`config.mk`:
```
export PLATFORM = sky130hd
export DESIGN_NAME = bcd_delay_timer
export DESIGN_NICKNAME = d
export VERILOG_FILES = /design/src/rtl/bcd_timer_pkg.sv /design/src/rtl/bcd_invalid_detect.sv /design/src/rtl/bcd_digit_counter.sv /design/src/rtl/bcd_run_ctrl.sv /design/src/rtl/bcd_delay_timer.sv
export SDC_FILE = /design/constraint.sdc
export NUM_CORES = 1
export LEC_CHECK = 0
export CORE_MARGIN = 1.5
export CORE_UTILIZATION = 48
export CTS_BUF_LIST = sky130_fd_sc_hd__clkbuf_2 sky130_fd_sc_hd__clkbuf_4 sky130_fd_sc_hd__clkbuf_8
export CTS_CLUSTER_DIAMETER = 50
export CTS_CLUSTER_SIZE = 14
export DETAILED_ROUTE_END_ITERATION = 8
export PLACE_DENSITY = 0.82
export SLEW_MARGIN = 20
export SYNTH_ARGS = -nofsm -noshare
export SYNTH_HDL_FRONTEND = slang
export SYNTH_SLANG_ARGS = --single-unit
```
`constraint.sdc`:
```
create_clock -name clk -period 6.25 [get_ports clk]
set_clock_uncertainty 0.2 [all_clocks]
set_input_delay 1.25 -clock clk [delete_from_list [all_inputs] [get_ports clk]]
set_output_delay 1.25 -clock clk [all_outputs]
set_load 0.1 [all_outputs]
```
`src/rtl/bcd_timer_pkg.sv`:
```
package bcd_timer_pkg;
    localparam int DIGIT_W    = 4;
    localparam int DIGIT_MAX  = 9;

    typedef struct packed {
        logic running;
        logic done;
    } ctrl_state_t;
endpackage

```
`src/rtl/bcd_invalid_detect.sv`:
```
module bcd_invalid_detect #(
    parameter int W = 4
) (
    input  logic [W-1:0] code_i,
    output logic         invalid_o
);
    // Two levels: an OR of the middle bits feeding an AND with the top bit.
    always_comb begin
        invalid_o = code_i[W-1] & (code_i[W-2] | code_i[W-3]);
    end
endmodule

```
`src/rtl/bcd_digit_counter.sv`:
```
module bcd_digit_counter #(
    parameter int W    = 4,
    parameter int MAXV = 9
) (
    input  logic         clk,
    input  logic         rst_n,
    input  logic         clr_i,
    input  logic         ld_i,
    input  logic [W-1:0] ld_val_i,
    input  logic         en_i,
    output logic [W-1:0] val_o,
    output logic         carry_o
);
    localparam logic [W-1:0] TOP = W'(MAXV);

    typedef struct packed {
        logic [W-1:0] val;
    } digit_state_t;

    digit_state_t st_d, st_q;

    always_comb begin
        st_d    = st_q;
        carry_o = 1'b0;
        if (clr_i) begin
            st_d.val = '0;
        end else if (ld_i) begin
            st_d.val = ld_val_i;
        end else if (en_i) begin
            if (st_q.val >= TOP) begin
                st_d.val = '0;
                carry_o  = 1'b1;
            end else begin
                st_d.val = st_q.val + 1'b1;
            end
        end
    end

    always_ff @(posedge clk) begin
        if (!rst_n) st_q <= '0;
        else        st_q <= st_d;
    end

    assign val_o = st_q.val;

    a_r2_clear_zero: assert property (@(posedge clk) disable iff (!rst_n)
        clr_i |=> (val_o == '0));
    a_r3_step_plus_one: assert property (@(posedge clk) disable iff (!rst_n)
        (en_i && !clr_i && !ld_i && val_o < TOP) |=> (val_o == $past(val_o) + 1'b1));
    a_r8_bad_code_to_zero: assert property (@(posedge clk) disable iff (!rst_n)
        (en_i && !clr_i && !ld_i && val_o > TOP) |=> (val_o == '0));
    a_r7_load_value: assert property (@(posedge clk) disable iff (!rst_n)
        (ld_i && !clr_i) |=> (val_o == $past(ld_val_i)));
endmodule

```
`src/rtl/bcd_run_ctrl.sv`:
```
module bcd_run_ctrl
    import bcd_timer_pkg::*;
(
    input  logic clk,
    input  logic rst_n,
    input  logic tick_i,
    input  logic trigger_i,
    input  logic load_i,
    input  logic wrap_i,
    output logic count_en_o,
    output logic done_o
);
    ctrl_state_t st_d, st_q;

    always_comb begin
        count_en_o  = st_q.running & tick_i & ~trigger_i & ~load_i;
        st_d        = st_q;
        st_d.done   = wrap_i;
        if (trigger_i)   st_d.running = 1'b1;
        else if (wrap_i) st_d.running = 1'b0;
    end

    always_ff @(posedge clk) begin
        if (!rst_n) st_q <= '0;
        else        st_q <= st_d;
    end

    assign done_o = st_q.done;

    a_r5_done_single: assert property (@(posedge clk) disable iff (!rst_n)
        done_o |=> !done_o);
    a_r5_done_stops_run: assert property (@(posedge clk) disable iff (!rst_n)
        done_o |-> !st_q.running);
    a_r9_trigger_wins: assert property (@(posedge clk) disable iff (!rst_n)
        trigger_i |=> (st_q.running && !done_o));
    a_r1_idle_no_count: assert property (@(posedge clk) disable iff (!rst_n)
        !st_q.running |-> !count_en_o);
endmodule

```
`src/rtl/bcd_delay_timer.sv`:
```
module bcd_delay_timer
    import bcd_timer_pkg::*;
#(
    parameter int NUM_DIGITS = 2
) (
    input  logic                          clk,
    input  logic                          rst_n,
    input  logic                          tick_en,
    input  logic                          trigger,
    input  logic                          load_en,
    input  logic [NUM_DIGITS*DIGIT_W-1:0] load_digits,
    output logic [NUM_DIGITS*DIGIT_W-1:0] digits_o,
    output logic                          done_o,
    output logic [NUM_DIGITS-1:0]         invalid_o
);
    localparam int BUS_W = NUM_DIGITS * DIGIT_W;

    logic [NUM_DIGITS:0] chain_en;
    logic                count_en;

    assign chain_en[0] = count_en;

    genvar g;
    generate
        for (g = 0; g < NUM_DIGITS; g++) begin : g_digit
            bcd_digit_counter #(
                .W    (DIGIT_W),
                .MAXV (DIGIT_MAX)
            ) u_cnt (
                .clk      (clk),
                .rst_n    (rst_n),
                .clr_i    (trigger),
                .ld_i     (load_en),
                .ld_val_i (load_digits[g*DIGIT_W +: DIGIT_W]),
                .en_i     (chain_en[g]),
                .val_o    (digits_o[g*DIGIT_W +: DIGIT_W]),
                .carry_o  (chain_en[g+1])
            );

            bcd_invalid_detect #(
                .W (DIGIT_W)
            ) u_inv (
                .code_i    (digits_o[g*DIGIT_W +: DIGIT_W]),
                .invalid_o (invalid_o[g])
            );

            a_r6_flag_matches_code: assert property (@(posedge clk) disable iff (!rst_n)
                invalid_o[g] == (digits_o[g*DIGIT_W +: DIGIT_W] > DIGIT_W'(DIGIT_MAX)));
        end
    endgenerate

    bcd_run_ctrl u_ctrl (
        .clk        (clk),
        .rst_n      (rst_n),
        .tick_i     (tick_en),
        .trigger_i  (trigger),
        .load_i     (load_en),
        .wrap_i     (chain_en[NUM_DIGITS]),
        .count_en_o (count_en),
        .done_o     (done_o)
    );

    a_r10_idle_hold: assert property (@(posedge clk) disable iff (!rst_n)
        (!count_en && !trigger && !load_en) |=> $stable(digits_o));
    a_r5_done_reads_zero: assert property (@(posedge clk) disable iff (!rst_n)
        done_o |-> (digits_o == BUS_W'(0)));
endmodule

```
==> results.ini <==
[timing]
finalSetupViolations=0
worst_pin_slew_ps=964
fin_crit_ps=3440
fin_crit_sh_pct=55.1
clock.fmax_mhz=291
layout_setup_ws_ps=2810
drv_slew=0
tns_ps=0
finalHoldViolations=0
maxSlewHeadroom_pct=35.5
rsz0062_at_grt=no

[synthesis]
postSynthAreaPerCell_sq_um=7.92
ys_seq_area_share_pct=30.1
synth_compound_area_share_pct=19.7
synth-xor-area-share_pct=1.32
synth_async_sr_flop_share_pct=0
synthFlopType=dfxtp_1
synth_top_cells_by_area=dfxtp_1 30%, ha_1 11%, a221oi_1 5.3%, inv_1 5.1%, nand2_1 5.1%
synth.cell_area_sq_um=666
postSynthCellCount=84
yosys.area_share.simple_pct=27.8
ys_seq_elements=10
synthAdderAreaFrac_pct=11.3
yosys.area.top_type=dfxtp_1
synth_nets=103
synth.distinct_cells=34
synthMuxAreaShare_pct=0
synthTopCellsByCount=10 x dfxtp_1, 9 x inv_1, 9 x nand2_1, 6 x ha_1, 6 x nor2_1
synth_edf_count=0
synth_top_family_by_area=simple AND/OR/NAND/NOR gates
ys_warn_count=0
yosysTopAreaCellShare_pct=30.1
yosysMostFrequentCell=dfxtp_1

[min_path]
hold_path.class=flop to flop

[clock_network]
clock_path_buffers=2
clock-sinks=10
htree_levels=1
cts_tree=built
numCtsBuffers=3
clockRootBuffer=clkbuf_4
clk_latency_ps=260
cts_setup_buffers=0
cts.repair.resized=0
hold_buffers=0
clk_pin_slew_worst_paths_ps=60

[routing]
wl_mm=1.44
drtIter0Drc=10
postRouteAntennaNets=0
drt-pass1-iter-count=4
wl_per_cell_microns=12.1
dr_total_vias=664
viasPerCell=5.58
drc=0

[finish]
final_nets=125
stdcell_count=119
stdcell_area_sq_um=906
fin_util_pct=69.6
multi_input_area_sq_um=400
diodes=0
seq_area_sq_um=200
fill_cells=119
area_delta_synth_final_pct=36.1
drive_gt1_share_pct=4.81

[worst_setup_path]
crit_path_cell_trace=o21a_1 -> clkdlybuf4s50_1
cp_data_arrival_time_ps=1990
critical_path_class=flop to output pin
crit_slowest_cell=clkdlybuf4s50_1
cp_slowest_stage_delay_ps=1120
cp.required_ps=4800
crit_path_start_kind=flop
end_kind=output pin
path_max_fanout=7
cp_top_family=buffers and inverters
crit_buf_inv=1

[power_and_ir_drop]
ir_drop_uv=78.9
p_leak_nw=0.345
powerDensity_nw_per_um2=169

[grt]
use_met3_pct=3.33
grt_max_degree=18
grt_pass1_vias=529
met1_usage_pct=25.7
grt_pass1_wl_mm=2.27
gr-total-overflow=0
grt_use_total_pct=21.0
grt_antenna_before_repair=0
met2_usage_pct=34.3
grt-busiest-layer=met2

[place]
pre_cts_ws_ps=2960
hpwl_mm=1.06
placed_cell_area_sq_um=883
routabilityCongestion=0.680
io_buffers=23
dp.cells=116

[floorplanning]
die_area_sq_um=1620
row_count=13
die_h_microns=40.2
ios=24
core_sq_um=1300
initial_core_util_pct=51.2
dieWidth_microns=40.2

[run]
drv_cap=0

[outcome]
status=finished, final reports clean

-- cell type report --
cell class,instances,share of cell area [%]
inverter,9,3.73
sequential,10,22.1
clock buffer,3,2.49
tap,15,2.07
timing repair buffer,23,25.4
multi-input combinational,59,44.2
-- cells by family (layout without fill, tap and decap cells) --
group           Yosys count  after routing
flops                    10             10
buf+inv                  15             35
fa+ha+maj                 6              6
xor+xnor                  1              1
compound gates           19             19
simple gates             33             33
-- power breakdown --
group          switching [mW]  leakage [nW]  total, mW  internal (mW)
Sequential            0.00362        0.0818     0.0699         0.0663
Clock                  0.0194        0.0138     0.0415         0.0221
Combinational          0.0253         0.250     0.0414         0.0161
Total                  0.0483         0.345      0.153          0.104
-- final timing paths --
check	start	to	slack (ps)	depth (start not counted)
max reg2reg	g_digit[0].u_cnt.val_o[1]$_SDFFE_PP0P_	g_digit[1].u_cnt.val_o[2]$_SDFFE_PP0P_	4010	6
min	u_ctrl.st_q[1]$_SDFFE_PN0P_	u_ctrl.st_q[1]$_SDFFE_PN0P_	310	2
max	g_digit[0].u_cnt.val_o[3]$_SDFFE_PP0P_	invalid_o[0]	2810	2
min reg2reg	u_ctrl.st_q[1]$_SDFFE_PN0P_	u_ctrl.st_q[1]$_SDFFE_PN0P_	310	2
-- stage by stage --
stage                     total power, mW  hold slack, ps
after floorplan                    0.0984             259
after global placement              0.112             273
after detailed placement            0.113             293
after CTS                           0.155             309
after global routing                0.161             355
final                               0.153             307
-- sequential cells by signal (all words and copies together), names as in the netlist --
name                 flops
u_ctrl.done_o            1
u_ctrl.st_q              1
g_digit.u_cnt.val_o      8
-- cells in the final DEF (no fill, tap or decap), types with 3 or more instances in the layout --
cell             synthesis  routed
ha_1                     6       6
inv_1                    9       9
nand3_1                  5       5
clkdlybuf4s50_1          0      23
a221oi_1                 4       4
nor2_1                   6       6
clkbuf_4                 0       3
nand2_1                  9       9
dfxtp_1                 10      10
a21oi_1                  4       4
-- worst min-delay path, cell delays in order, from the launching register on --
cell and delay (ps):
dfxtp_1 320, o311ai_0 90, nand2_1 60
-- routing by layer --
layer,up-vias,wire (microns)
met3,2,84
met5,-,0
met4,0,11
met2,25,697
met1,301,650
li1,336,-
Power figures use the tool's default switching activity.
